## src/rtl/msched_pkg.sv

```systemverilog
package msched_pkg;
  localparam int NUM_UNITS = 5;

  typedef enum int unsigned {
    UNIT_LOAD   = 0,
    UNIT_SIMPLE = 1,
    UNIT_MAD    = 2,
    UNIT_ROUND  = 3,
    UNIT_STORE  = 4
  } unit_e;

  localparam int STORE_IDX = int'(UNIT_STORE);

  typedef enum logic {
    DLY_CYCLES = 1'b0,
    DLY_ISSUED = 1'b1
  } dly_mode_e;

  // control -> datapath strobes
  typedef struct packed {
    logic [NUM_UNITS-1:0] accept;
    logic [NUM_UNITS-1:0] fire;
  } slot_ctl_t;
endpackage

```

## src/rtl/msched_slot.sv

```systemverilog
module msched_slot
  import msched_pkg::*;
#(
  parameter int DLY_W = 4
) (
  input  logic             clk,
  input  logic             rstN,
  input  logic             load,
  input  logic [DLY_W-1:0] delayIn,
  input  dly_mode_e        modeIn,
  input  logic             issuedTick,
  output logic             busy,
  output logic             pending,
  output logic             fire
);
  logic [DLY_W-1:0] cnt;
  logic             ready;
  dly_mode_e        mode;
  logic             stepNow;

  assign stepNow = pending && !ready && ((mode == DLY_CYCLES) || issuedTick);

  always_ff @(posedge clk) begin
    if (!rstN) begin
      pending <= 1'b0;
      ready   <= 1'b0;
      cnt     <= '0;
      mode    <= DLY_CYCLES;
    end else if (load) begin
      pending <= 1'b1;
      cnt     <= delayIn;
      mode    <= modeIn;
      ready   <= (delayIn == '0);
    end else if (ready) begin
      pending <= 1'b0;
      ready   <= 1'b0;
    end else if (stepNow) begin
      cnt   <= cnt - 1'b1;
      ready <= (cnt == DLY_W'(1));
    end
  end

  assign fire = ready;
  assign busy = pending && !ready;
endmodule

```

## src/rtl/msched_ctrl.sv

```systemverilog
module msched_ctrl
  import msched_pkg::*;
#(
  parameter int DLY_W = 4
) (
  input  logic                         clk,
  input  logic                         rstN,
  input  logic                         macroValid,
  input  logic [NUM_UNITS-1:0]         macroMask,
  input  logic [NUM_UNITS*DLY_W-1:0]   macroDelays,
  input  logic [NUM_UNITS-1:0]         macroModes,
  input  logic                         instrIssued,
  output slot_ctl_t                    ctl,
  output logic [NUM_UNITS-1:0]         slotBusy,
  output logic [NUM_UNITS-1:0]         slotPend,
  output logic                         macroErr
);
  for (genvar u = 0; u < NUM_UNITS; u++) begin : g_slot
    assign ctl.accept[u] = macroValid && macroMask[u] && !slotBusy[u];

    msched_slot #(.DLY_W(DLY_W)) slot_i (
      .clk       (clk),
      .rstN      (rstN),
      .load      (ctl.accept[u]),
      .delayIn   (macroDelays[u*DLY_W +: DLY_W]),
      .modeIn    (dly_mode_e'(macroModes[u])),
      .issuedTick(instrIssued),
      .busy      (slotBusy[u]),
      .pending   (slotPend[u]),
      .fire      (ctl.fire[u])
    );
  end

  assign macroErr = macroValid && |(macroMask & slotBusy);
endmodule

```

## src/rtl/msched_dpath.sv

```systemverilog
module msched_dpath
  import msched_pkg::*;
#(
  parameter int OP_W   = 8,
  parameter int ADDR_W = 12
) (
  input  logic                             clk,
  input  logic                             rstN,
  input  slot_ctl_t                        ctl,
  input  logic [NUM_UNITS*OP_W-1:0]        macroOps,
  input  logic [ADDR_W-1:0]                macroAddr,
  input  logic [NUM_UNITS-1:0]             directValid,
  input  logic [NUM_UNITS*OP_W-1:0]        directOps,
  input  logic [ADDR_W-1:0]                directAddr,
  output logic [NUM_UNITS-1:0]             unitFire,
  output logic [NUM_UNITS*OP_W-1:0]        unitOps,
  output logic [NUM_UNITS-1:0]             unitQueued,
  output logic [NUM_UNITS-1:0]             directStall,
  output logic [ADDR_W-1:0]                storeAddr,
  output logic [NUM_UNITS-1:0][OP_W-1:0]   opRegs,
  output logic [ADDR_W-1:0]                storeLatched
);
  for (genvar u = 0; u < NUM_UNITS; u++) begin : g_lane
    always_ff @(posedge clk) begin
      if (!rstN) begin
        opRegs[u] <= '0;
      end else if (ctl.accept[u]) begin
        opRegs[u] <= macroOps[u*OP_W +: OP_W];
      end
    end

    // deferred slot owns the sub-unit in its firing cycle
    always_comb begin
      if (ctl.fire[u]) begin
        unitFire[u]              = 1'b1;
        unitOps[u*OP_W +: OP_W]  = opRegs[u];
        unitQueued[u]            = 1'b1;
        directStall[u]           = directValid[u];
      end else begin
        unitFire[u]              = directValid[u];
        unitOps[u*OP_W +: OP_W]  = directOps[u*OP_W +: OP_W];
        unitQueued[u]            = 1'b0;
        directStall[u]           = 1'b0;
      end
    end
  end

  always_ff @(posedge clk) begin
    if (!rstN) begin
      storeLatched <= '0;
    end else if (ctl.accept[STORE_IDX]) begin
      storeLatched <= macroAddr;
    end
  end

  assign storeAddr = ctl.fire[STORE_IDX] ? storeLatched : directAddr;
endmodule

```

## src/rtl/macro_slot_sched.sv

```systemverilog
module macro_slot_sched
  import msched_pkg::*;
#(
  parameter int OP_W   = 8,
  parameter int ADDR_W = 12,
  parameter int DLY_W  = 4
) (
  input  logic                         clk,
  input  logic                         rstN,
  input  logic                         macroValid,
  input  logic [ADDR_W-1:0]            macroAddr,
  input  logic [NUM_UNITS-1:0]         macroMask,
  input  logic [NUM_UNITS*OP_W-1:0]    macroOps,
  input  logic [NUM_UNITS*DLY_W-1:0]   macroDelays,
  input  logic [NUM_UNITS-1:0]         macroModes,
  input  logic                         instrIssued,
  input  logic [NUM_UNITS-1:0]         directValid,
  input  logic [NUM_UNITS*OP_W-1:0]    directOps,
  input  logic [ADDR_W-1:0]            directAddr,
  output logic [NUM_UNITS-1:0]         unitFire,
  output logic [NUM_UNITS*OP_W-1:0]    unitOps,
  output logic [NUM_UNITS-1:0]         unitQueued,
  output logic [NUM_UNITS-1:0]         directStall,
  output logic [ADDR_W-1:0]            storeAddr,
  output logic                         macroErr
);
  slot_ctl_t                       ctl;
  logic [NUM_UNITS-1:0]            slotBusy;
  logic [NUM_UNITS-1:0]            slotPend;
  logic [NUM_UNITS-1:0][OP_W-1:0]  opRegs;
  logic [ADDR_W-1:0]               storeLatched;

  msched_ctrl #(.DLY_W(DLY_W)) ctrl_i (
    .clk        (clk),
    .rstN       (rstN),
    .macroValid (macroValid),
    .macroMask  (macroMask),
    .macroDelays(macroDelays),
    .macroModes (macroModes),
    .instrIssued(instrIssued),
    .ctl        (ctl),
    .slotBusy   (slotBusy),
    .slotPend   (slotPend),
    .macroErr   (macroErr)
  );

  msched_dpath #(.OP_W(OP_W), .ADDR_W(ADDR_W)) dpath_i (
    .clk         (clk),
    .rstN        (rstN),
    .ctl         (ctl),
    .macroOps    (macroOps),
    .macroAddr   (macroAddr),
    .directValid (directValid),
    .directOps   (directOps),
    .directAddr  (directAddr),
    .unitFire    (unitFire),
    .unitOps     (unitOps),
    .unitQueued  (unitQueued),
    .directStall (directStall),
    .storeAddr   (storeAddr),
    .opRegs      (opRegs),
    .storeLatched(storeLatched)
  );
endmodule

```

## config.mk

```make
export PLATFORM = sky130hd
export DESIGN_NAME = macro_slot_sched
export DESIGN_NICKNAME = d
export VERILOG_FILES = /design/src/rtl/msched_pkg.sv /design/src/rtl/msched_slot.sv /design/src/rtl/msched_ctrl.sv /design/src/rtl/msched_dpath.sv /design/src/rtl/macro_slot_sched.sv
export SDC_FILE = /design/constraint.sdc
export NUM_CORES = 1
export LEC_CHECK = 0
export BUFFER_PORTS_ARGS = -buffer_cell sky130_fd_sc_hd__buf_2
export CORE_MARGIN = 1
export CORE_UTILIZATION = 43
export DETAILED_ROUTE_END_ITERATION = 12
export PLACE_DENSITY = 0.89
export SLEW_MARGIN = 20
export SYNTH_ARGS = -nofsm -noshare
export SYNTH_HDL_FRONTEND = slang
export SYNTH_HIERARCHICAL = 1
export SYNTH_SLANG_ARGS = --single-unit
```

## constraint.sdc

```tcl
create_clock -name clk -period 1.9 [get_ports clk]
set_clock_uncertainty 0.1 [all_clocks]
set_input_delay 0.19 -clock clk [delete_from_list [all_inputs] [get_ports clk]]
set_output_delay 0.19 -clock clk [all_outputs]
set_load 0.05 [all_outputs]
```

Word level (Yosys, flattened, before mapping)
Index checks and enable logic that the tools add are counted.
{"block": "word_totals", "memories": 0, "out_inout_bits": 68, "word_cells": 165, "latch_bits": 0, "mem_bits_ro": 0, "ramBits": 0, "in_bits": 143, "reg_bits": 87}
{"block": "op_classes", "n_reduce_logical": 57, "shifts": 0, "multipliers": 0, "add_sub_neg": 5, "eq_ne": 10, "n_lt_le_gt_ge": 0, "div_mod_pow": 0, "n_bitwise": 6, "mux": 61}
{"operator": "2-to-1 mux 4 bit", "n": 15}
{"operator": "2-to-1 mux 1 bit", "n": 40}
{"operator": "2-to-1 mux 8 bit", "n": 5}
{"operator": "logical AND 1 bit", "n": 21}
{"operator": "equality test 4 x 1 -> 1 bit, second input constant", "n": 5}
{"operator": "logical NOT 4 bit", "n": 5}
{"operator": "nonzero test 2 bit", "n": 10}
{"operator": "subtractor 4 x 1 -> 4 bit, second input constant", "n": 5}
{"operator": "2-to-1 mux 12 bit", "n": 1}
{"operator": "logical NOT 1 bit", "n": 10}
{"operator": "inequality test 2 bit, second input constant", "n": 5}
{"operator": "AND reduction 2 bit", "n": 5}
{"operator": "bitwise AND 5 bit", "n": 1}
{"operator": "logical OR 1 bit", "n": 5}
{"operator": "inverter 1 bit", "n": 5}
{"operator": "OR reduction 5 bit", "n": 1}

Longest topological paths before layout
Gate-level depths: netlist of the first run.
{"block": "depth", "ltp_word": 6, "depth_mapped": 7}

Cells and area by module
The synthesis of the first run kept the hierarchy.
{"mod": "msched_dpath", "seq_area_each_um2": 1041.0, "n_inst": 1, "cells_each": 240, "area_per_inst_um2": 2678.8}
{"mod": "msched_slot", "seq_area_each_um2": 140.1, "n_inst": 5, "cells_each": 43, "area_per_inst_um2": 372.9}
{"mod": "msched_ctrl", "seq_area_each_um2": 0.0, "n_inst": 1, "cells_each": 10, "area_per_inst_um2": 67.6}

Worst setup path after synthesis of the first run
OpenSTA, ideal clock, no wires.
{"block": "synth_path", "kind": "register to register", "start": "register ctrl_i.g_slot[4].slot_i.ready", "end": "register ctrl_i.g_slot[4].slot_i.ready", "path_stages_with_launch": 8, "slack_ns": 0.059, "setup_ns": 0.070, "t_arrival_ns": 1.672, "path_buffers": 1, "period_less_slack_ns": 1.841, "path_cell_list": "dfxtp_1 > nand2b_1 > inv_2 > nor2_1 > clkbuf_2 > nand2b_1 > or4_1 > a21oi_1"}
{"element": "start, declared", "line_no": "msched_slot.sv:17", "rtl": "logic ready;"}
{"element": "start signal, assigned", "line_no": "msched_slot.sv:33", "rtl": "ready <= (delayIn == '0);"}
{"element": "start signal, assigned", "line_no": "msched_slot.sv:39", "rtl": "ready <= (cnt == DLY_W'(1));"}

Worst setup path after layout of the first run
{"block": "layout_path", "start": "register ctrl_i.g_slot[0].slot_i.ready", "end": "output macroErr"}
{"block": "layout_between", "elab_chain_len": 5}
{"element": "start, declared", "line_no": "msched_slot.sv:17"}
{"element": "start signal, assigned", "line_no": "msched_slot.sv:33"}
{"element": "start signal, assigned", "line_no": "msched_slot.sv:39"}
{"element": "logical NOT 1 bit", "line_no": "msched_slot.sv:44", "rtl": "assign busy = pending && !ready;"}
{"element": "logical AND 1 bit", "line_no": "msched_slot.sv:44"}
{"element": "net slotBusy[0]", "line_no": "macro_slot_sched.sv:28", "rtl": "logic [NUM_UNITS-1:0] slotBusy;"}
{"element": "bitwise AND 5 bit", "line_no": "msched_ctrl.sv:34", "rtl": "assign macroErr = macroValid && |(macroMask & slotBusy);"}
{"element": "OR reduction 5 bit", "line_no": "msched_ctrl.sv:34"}
{"element": "logical AND 1 bit", "line_no": "msched_ctrl.sv:34"}
{"element": "end, declared", "line_no": "macro_slot_sched.sv:25", "rtl": "output logic macroErr"}
The timed path passes the listed nets, and every way through them passes these cells.

==> qor.yml, run 1 <==
ys_warn_count: 6
postLayoutCoreUtil_pct: 64.96
grtUsageTotal_pct: 22.31
ant_nets: 0
grt_pass1_wl_mm: 20.00
setup-tns-final_ps: 0
critPathBufInv: 2
cts_buffers: 9
slew_headroom_pct: 72.11
vias: 4465
grt_max_degree: 24
fin_cells: 883
grt_overflow: 0
cp_max_fo: 2
startpoint_type: "register"
initial_core_util_pct: 44.46
cp-end-kind: "primary output"
cts_sinks: 87
final_nets: 895
critPathTopFamily: "compound AO/OA/AOI/OAI gates"
synthesis.area_um2: 4611
fp-row-count: 37
area_delta_synth_final_pct: 46.11
min_period_ps: 1891
async_flop_share_pct: 0
wl_per_cell_um: 14.26
powerDensity_nw_per_um2: 706.6
pre_cts_ws_ps: 184.7
grt_antenna_before_repair: 0
rsz0062_at_grt: "yes"
syn_inst: 465
p_leak_nw: 2.994
via_per_inst: 5.057
ir_drop_mv: 0.4203
slowest_stage: "a222oi_1"
drc_errors: 0
portBuffers: 210
dp_hpwl_mm: 8.612
insertion_delay_ps: 350
dieArea_um2: 11140
max_freq_mhz: 528.7
n_antenna_cell: 0
synth_cell_types: 35
final_cell_area_um2: 6736
dr.pass1.iters: 4
drive_above_1_share_pct: 43.37
synth_edf_count: 0
path_clk_slew_ps: 80
avgSynthCellArea_um2: 9.915
holdCritPathClass: "in -> reg"
cts_tree: "done"
cts.path.max_buffers: 2
synthesis.nets: 618
drt_iter0_drc: 203
core_area_um2: 10370
dpl_cell_area_um2: 5811
hold_violations: 0
crit_path_max_incr_delay_ps: 420
synthFlopType: "dfxtp_1"
dp_cells: 801
die_x_um: 105.6
cts_max_level: 3
io-pin-count: 211
worstSetupPathType: "reg -> out"
slew_violations: 0
routabilityCongestion: 0.9024
first_global_vias: 4450
cp_cell_sequence: "nand2b_4, inv_4, a222oi_1, a21boi_1, buf_4"
cp.required_ps: 1610
status: "complete, no violations"
worstMarginPinSlew_ps: 418.4
yosysSeqAreaShare_pct: 37.77
cp.arrival_ps: 1600
finalCritPeriodShare_pct: 99.55
worst_slack_ps: 8.563
final-setup-viol-count: 0
synth_seq_cells: 87
ctsRootBufferMaster: "clkbuf_8"
maxCapViolations: 0
routed_wirelength_mm: 12.59
dieHeight_um: 105.6
-- power breakdown --
group	internal, mW	switching [mW]
Combinational	0.522	0.649
Sequential	1.94	0.0804
Clock	0.913	0.657
Total	3.37	1.39
-- routing by layer --
metal	track usage, %	up-vias	routed length, um
met5	0	-	0
met4	7.143	0	216
met3	4.700	26	817
met2	43.14	189	6488
met1	23.91	2039	5071
li1	-	2211	-
-- stage by stage --
step	hold WS, ps	power [mW]
3_5_place_dp	337.8	3.099
6_report	14.96	4.760
5_1_grt	11.50	5.011
3_3_place_gp	323.4	3.074
4_1_cts	1.317	4.813
2_1_floorplan	218.2	2.763
-- registers in the layout, indices dropped and copies added (netlist names) --
| name | count |
|---|---|
| ctrl_i/g_slot.slot_i/cnt | 20 |
| ctrl_i/g_slot.slot_i/pending | 5 |
| dpath_i/storeLatched | 12 |
| ctrl_i/g_slot.slot_i/fire | 5 |
| ctrl_i/g_slot.slot_i/mode | 5 |
| dpath_i/opRegs | 40 |
-- layout by cell type, fill, tap and decap left out, types with 6 or more instances in the layout --
cell           count
clkbuf_8          10
mux2i_1           57
dfxtp_1           84
o21ai_0           15
buf_2            209
mux2_2            52
inv_1             25
dlygate4sd3_1     59
buf_4             23
a21oi_1           15
a31oi_1           15
nand2b_1          12
ha_1              10
nand3_1           15
or4_1             10
nor2_1             6
nor2b_1           52
-- area by class of cell --
| cell class | instances | area [um2] |
|---|---|---|
| repair buffers | 293 | 1841 |
| multi-input cells | 321 | 2618 |
| inverters | 30 | 117.6 |
| clock inverters | 5 | 103.9 |
| flip-flops and latches | 87 | 1745 |
| fillers | 820 | 3633 |
| well taps | 136 | 170.2 |
| clock buffers | 11 | 141.4 |
-- tightest hold or removal path: cells and delay by family --
kind	cells	cell delay (ps)
buffers and inverters	1	80
and+or+nand+nor	1	100
muxes	1	60
-- final timing paths --
path	endpoint	depth (start not counted)	start	slack (ps)
min	dpath_i/opRegs[5]$_SDFFE_PN0P_	3	macroOps[5]	10
max reg2reg	ctrl_i/g_slot[0].slot_i/fire$_SDFF_PN0_	7	ctrl_i/g_slot[0].slot_i/fire$_SDFF_PN0_	60
min reg2reg	ctrl_i/g_slot[3].slot_i/cnt[3]$_SDFFE_PN0P_	2	ctrl_i/g_slot[3].slot_i/cnt[3]$_SDFFE_PN0P_	400
max	macroErr	5	ctrl_i/g_slot[0].slot_i/fire$_SDFF_PN0_	9
-- kinds of logic after synthesis --
| family | count (synthesis) | synth area share, % |
|---|---|---|
| DFF | 87 | 37.77 |
| muxes | 109 | 25.07 |
| adders and majority gates | 10 | 2.714 |
| AOI/OAI and AO/OA | 63 | 8.684 |
| and+or+nand+nor | 139 | 19.65 |
| buffers and inverters | 57 | 6.106 |
-- synthesized netlist by cell type (6+ instances only) --
library cell / instances / area (um2)
nor2_1: 7 / 26.28
o21ai_0: 15 / 75.07
or4_1: 10 / 75.07
nor2b_1: 52 / 325.3
a31oi_1: 15 / 93.84
inv_1: 25 / 93.84
buf_2: 7 / 35.03
dfxtp_1: 87 / 1742
a21oi_1: 15 / 75.07
nand2b_1: 15 / 93.84
mux2i_1: 57 / 570.6
nand3_1: 15 / 75.07
ha_1: 10 / 125.1
buf_4: 6 / 45.04
mux2_2: 52 / 585.6
-- what timing repair did --
item | in CTS | in global routing
endpoints found under the hold margin | 59 | 0
setup endpoints to repair | 1 | 21
gates resized for setup | 8 | 2
pin swaps | 2 | 0
setup buffers | 7 | 0
hold buffers | 59 | 0
Note: power is estimated with default switching activity, not from simulation.
==> run 2, diff against run 1 <==
--- a/config.mk
+++ b/config.mk
@@ -10,6 +10,7 @@
 export CORE_UTILIZATION = 43
 export DETAILED_ROUTE_END_ITERATION = 12
 export PLACE_DENSITY = 0.89
+export RECOVER_POWER = 50
 export SLEW_MARGIN = 20
 export SYNTH_ARGS = -nofsm -noshare
 export SYNTH_HDL_FRONTEND = slang
==> qor.yml, run 2 (same netlist as run 1, synthesis figures left out) <==
status: "complete, no violations"
cp-end-kind: "primary output"
rsz0062_at_grt: "yes"
drive_above_1_share_pct: 42.17  # -1.2 points
drt_iter0_drc: 189  # -6.9%
ir_drop_mv: 0.4173  # -0.69%
path_clk_slew_ps: 80  # about the same
powerDensity_nw_per_um2: 707.8  # +0.17%
ff2ff_setup_slack_ps: 50  # about the same
holdCritPathClass: "in -> reg"
dp_hpwl_mm: 8.612  # unchanged
routed_wirelength_mm: 12.62  # +0.17%
top_register: "dpath_i/opRegs"
dieHeight_um: 105.6  # unchanged
wl_per_cell_um: 14.29  # +0.17%
reg2reg_to: "ctrl_i/g_slot[0].slot_i/fire$_SDFF_PN0_"
maxCapViolations: 0  # unchanged
dieArea_um2: 11140  # unchanged
portBuffers: 210  # unchanged
postLayoutCoreUtil_pct: 64.76  # -0.21 points
n_antenna_cell: 0  # unchanged
grt_antenna_before_repair: 0  # unchanged
hold_violations: 0  # unchanged
r2r_start: "ctrl_i/g_slot[0].slot_i/fire$_SDFF_PN0_"
grt_pass1_wl_mm: 20.00  # unchanged
worstMarginPinSlew_ps: 600.4  # +182.1 ps
largest_register_ffs: 40  # unchanged
max_freq_mhz: 527.7  # -0.18%
finalCritPeriodShare_pct: 99.73  # +0.18 points
slew_violations: 0  # unchanged
startpoint_type: "register"
fp-row-count: 37  # unchanged
insertion_delay_ps: 350  # about the same
critPathLaunch: "ctrl_i/g_slot[0].slot_i/fire$_SDFF_PN0_"
cts_buffers: 9  # unchanged
reg2regPathDepth: 7  # unchanged
area_delta_synth_final_pct: 45.64
via_per_inst: 5.075  # +0.36%
drc_errors: 0  # unchanged
worstSetupPathType: "reg -> out"
whs_ps: 14.48  # -0.4859 ps
cp.required_ps: 1610  # about the same
cp_max_fo: 2  # unchanged
worstSetupEndpoint: "macroErr"
routabilityCongestion: 0.9024  # unchanged
final-setup-viol-count: 0  # unchanged
cp.arrival_ps: 1600  # about the same
ant_nets: 0  # unchanged
nFillCells: 826  # +0.73%
grt_overflow: 0  # unchanged
final_common_cell: "buf_2"
die_x_um: 105.6  # unchanged
cts.path.max_buffers: 2  # unchanged
grtUsageTotal_pct: 22.31  # unchanged
grt_max_degree: 24  # unchanged
cts_tree: "done"
cts_sinks: 87  # unchanged
first_global_vias: 4450  # unchanged
dr.pass1.iters: 4  # unchanged
core_area_um2: 10370  # unchanged
min_period_ps: 1895  # +3.455 ps
vias: 4481  # +0.36%
cts_max_level: 3  # unchanged
io-pin-count: 211  # unchanged
final_nets: 895  # unchanged
top_regs: "dpath_i/opRegs x40, ctrl_i/g_slot.slot_i/cnt x20, dpath_i/storeLatched x12"
layout_common_cells: "buf_2, dfxtp_1, dlygate4sd3_1"
setup-tns-final_ps: 0  # unchanged
p_leak_nw: 2.962  # -1.1%
slew_headroom_pct: 60.14  # -12 points
ctsRootBufferMaster: "clkbuf_8"
initial_core_util_pct: 44.46  # unchanged
run 2: changes by cell type in the layout (fill, tap and decap cells not counted), sizes merged:
cell    delta
buf       -19
clkbuf    +19
run 2: area by class of cell:
type,count,area (um2),share of cell area (%)
Clock buffer,11,141.4,2.105
Clock inverter,5,103.9,1.546
Inverter,30,117.6,1.751
Multi-Input combinational cell,321,2618,38.98
Sequential cell,87,1745,25.99
Tap cell,136,170.2,2.534
Timing Repair Buffer,293,1819,27.09
run 2: where the power goes:
group          total (mW)  internal, mW  switching, mW
clock network        1.57         0.913          0.656
logic                1.17         0.516          0.649
registers            2.02          1.94         0.0805
run 2: worst min path at each step:
stage	slack, ps	endpoint	cells past startpoint	start
after CTS	1	ctrl_i/g_slot[2].slot_i/fire$_SDFF_PN0_	3	macroDelays[11]
after global placement	320	ctrl_i/g_slot[3].slot_i/mode$_SDFFE_PN0P_	3	macroModes[3]
final	10	dpath_i/opRegs[5]$_SDFFE_PN0P_	3	macroOps[5]
after detailed placement	340	ctrl_i/g_slot[2].slot_i/mode$_SDFFE_PN0P_	3	macroModes[2]
after global routing	10	dpath_i/opRegs[38]$_SDFFE_PN0P_	3	macroOps[38]
after floorplan	220	dpath_i/opRegs[21]$_SDFFE_PN0P_	1	rstN
run 2: per-layer routing:
| layer | track usage [%] | vias up | wire length, um |
|---|---|---|---|
| met2 | 43.14 | 197 | 6459 |
| met5 | 0 | - | 0 |
| met4 | 7.143 | 0 | 224 |
| li1 | - | 2212 | - |
| met1 | 23.91 | 2045 | 5083 |
| met3 | 4.700 | 27 | 848 |
run 2: per-stage QoR:
step | power, mW | setup slack [ps] | instances | instance area (um2)
global route | 5.005 | -73.00 | 883 | 6715
CTS | 4.813 | -10.73 | 883 | 6731
floorplan | 2.763 | 58.67 | 465 | 4611
detailed placement | 3.099 | 184.7 | 801 | 5811
global placement | 3.074 | 181.4 | 801 | 5811
finish | 4.753 | 5.109 | 883 | 6715
run 2: worst max-delay path, stage by stage (launching register included):
cell and delay, ps:
dfxtp_2 340, nand2b_4 130, inv_4 40, a222oi_1 420, a21boi_1 120, buf_4 210
run 2: timing repair:
action                                  CTS  global route
hold endpoints to repair                 59             0
pin swaps                                 2             0
endpoints found under the setup margin    1            21
buffers inserted                          7             0
resized for setup                         8             2
hold buffers                             59             0
==> run 3, diff against run 2 <==
--- a/config.mk
+++ b/config.mk
@@ -6,11 +6,10 @@
 export NUM_CORES = 1
 export LEC_CHECK = 0
 export BUFFER_PORTS_ARGS = -buffer_cell sky130_fd_sc_hd__buf_2
-export CORE_MARGIN = 1
 export CORE_UTILIZATION = 43
 export DETAILED_ROUTE_END_ITERATION = 12
 export PLACE_DENSITY = 0.89
-export RECOVER_POWER = 50
+export REMOVE_ABC_BUFFERS = 1
 export SLEW_MARGIN = 20
 export SYNTH_ARGS = -nofsm -noshare
 export SYNTH_HDL_FRONTEND = slang
==> qor.yml, run 3 (same netlist as run 1, synthesis figures left out) <==
pre_cts_ws_ps: 152.4  # -32.34 ps
grt_max_degree: 40  # +67%
drc_errors: 0  # unchanged
min_period_ps: 1810  # -85.16 ps
via_per_inst: 5.014  # -1.2%
status: "complete, no violations"
dp_hpwl_mm: 8.451  # -1.9%
cts_sinks: 87  # unchanged
final_common_cell: "buf_2"
cp.required_ps: 1610  # about the same
largest_register_ffs: 40  # unchanged
cts_setup_buffers: 0  # -7
postLayoutCoreUtil_pct: 63.55  # -1.2 points
dieHeight_um: 105.6  # unchanged
ant_nets: 0  # unchanged
insertion_delay_ps: 350  # about the same
io-pin-count: 211  # unchanged
maxCapViolations: 0  # unchanged
drive_above_1_share_pct: 43.31  # +1.1 points
drt_iter0_drc: 161  # -15%
vias: 4352  # -2.9%
slew_headroom_pct: 79.49  # +19 points
cts.path.max_buffers: 2  # unchanged
final_nets: 880  # -1.7%
final-setup-viol-count: 0  # unchanged
portBuffers: 210  # unchanged
core_area_um2: 10370  # unchanged
holdCritPathClass: "in -> reg"
cts_tree: "done"
grt_antenna_before_repair: 0  # unchanged
area_delta_synth_final_pct: 42.93
max_freq_mhz: 552.6  # +4.7%
ir_drop_mv: 0.4457  # +6.8%
routed_wirelength_mm: 11.86  # -6.0%
fin_total_pwr_mw: 4.518  # -4.9%
routabilityCongestion: 0.8502  # -5.8%
cp.arrival_ps: 1520  # -80 ps
finalCritPeriodShare_pct: 95.25  # -4.5 points
p_leak_nw: 2.912  # -1.7%
setup-tns-final_ps: 0  # unchanged
worstMarginPinSlew_ps: 303.6  # -296.8 ps
grt_overflow: 0  # unchanged
n_antenna_cell: 0  # unchanged
cp-end-kind: "primary output"
slew_violations: 0  # unchanged
first_global_vias: 4146  # -6.8%
cts_max_level: 3  # unchanged
die_x_um: 105.6  # unchanged
hold_violations: 0  # unchanged
dieArea_um2: 11140  # unchanged
fp-row-count: 37  # unchanged
layout_common_cells: "buf_2, dfxtp_1, mux2i_1"
top_regs: "dpath_i/opRegs x40, ctrl_i/g_slot.slot_i/cnt x20, dpath_i/storeLatched x12"
top_register: "dpath_i/opRegs"
cts_buffers: 9  # unchanged
ctsRootBufferMaster: "clkbuf_8"
grtUsageTotal_pct: 20.81  # -1.5 points
cp_max_fo: 23  # +21
whs_ps: 13.52  # -0.9597 ps
dr.pass1.iters: 4  # unchanged
wl_per_cell_um: 13.66  # -4.4%
startpoint_type: "register"
worst_slack_ps: 90.27  # +85.16 ps
initial_core_util_pct: 44.46  # unchanged
worstSetupPathType: "reg -> out"
powerDensity_nw_per_um2: 685.6  # -3.1%
grt_pass1_wl_mm: 18.73  # -6.4%
path_clk_slew_ps: 80  # about the same
==> run 3: repair_timing <==
action | in CTS | in global routing
pin swaps | 2 | 2
setup endpoints to repair | 1 | 21
gates resized for setup | 4 | 8
hold buffers | 50 | 2
cloned | 0 | 0
hold endpoints to repair | 50 | 2
==> run 3: cell type report <==
type	instances	area, um2
fillers	848	3780
multi-input cells	321	2613
flip-flops and latches	87	1748
repair buffers	278	1727
well taps	136	170.2
clock buffers	11	151.4
inverters	30	117.6
clock inverters	5	63.81
==> run 3: report_power, final <==
part           total [mW]  leakage, nW  switching, mW  internal, mW
Sequential           2.02        0.714         0.0814          1.94
Combinational        1.14         2.09          0.636         0.506
Clock                1.36        0.107          0.666         0.692
Total                4.52         2.91           1.38          3.14
==> run 3: final timing paths <==
| kind | startpoint | endpoint | slack [ps] | depth (start not counted) |
|---|---|---|---|---|
| min | macroOps[39] | dpath_i/opRegs[39]$_SDFFE_PN0P_ | 10 | 3 |
| min reg2reg | ctrl_i/g_slot[0].slot_i/cnt[3]$_SDFFE_PN0P_ | ctrl_i/g_slot[0].slot_i/cnt[3]$_SDFFE_PN0P_ | 410 | 2 |
| max | ctrl_i/g_slot[4].slot_i/fire$_SDFF_PN0_ | unitOps[35] | 90 | 3 |
| max reg2reg | ctrl_i/g_slot[1].slot_i/fire$_SDFF_PN0_ | ctrl_i/g_slot[1].slot_i/cnt[3]$_SDFFE_PN0P_ | 150 | 4 |
==> run 3: stage by stage <==
stage / std cells / cell area (um2)
floorplan: 438 / 4442
global placement: 801 / 5818
detailed placement: 801 / 5818
CTS: 866 / 6539
global route: 868 / 6590
finish: 868 / 6590
==> run 3: routing by layer <==
layer,up-vias,part of all wire [%],GRT usage [%]
met1,2019,43,24.04
met3,10,5.2,5.133
li1,2180,-,-
met4,0,0.83,5.159
met2,143,51,38.25
met5,-,0,0
==> run 3: critical path: stages, from the launching register on <==
cell and delay, ps:
dfxtp_1 360, buf_6 230, mux2_2 370, buf_2 210
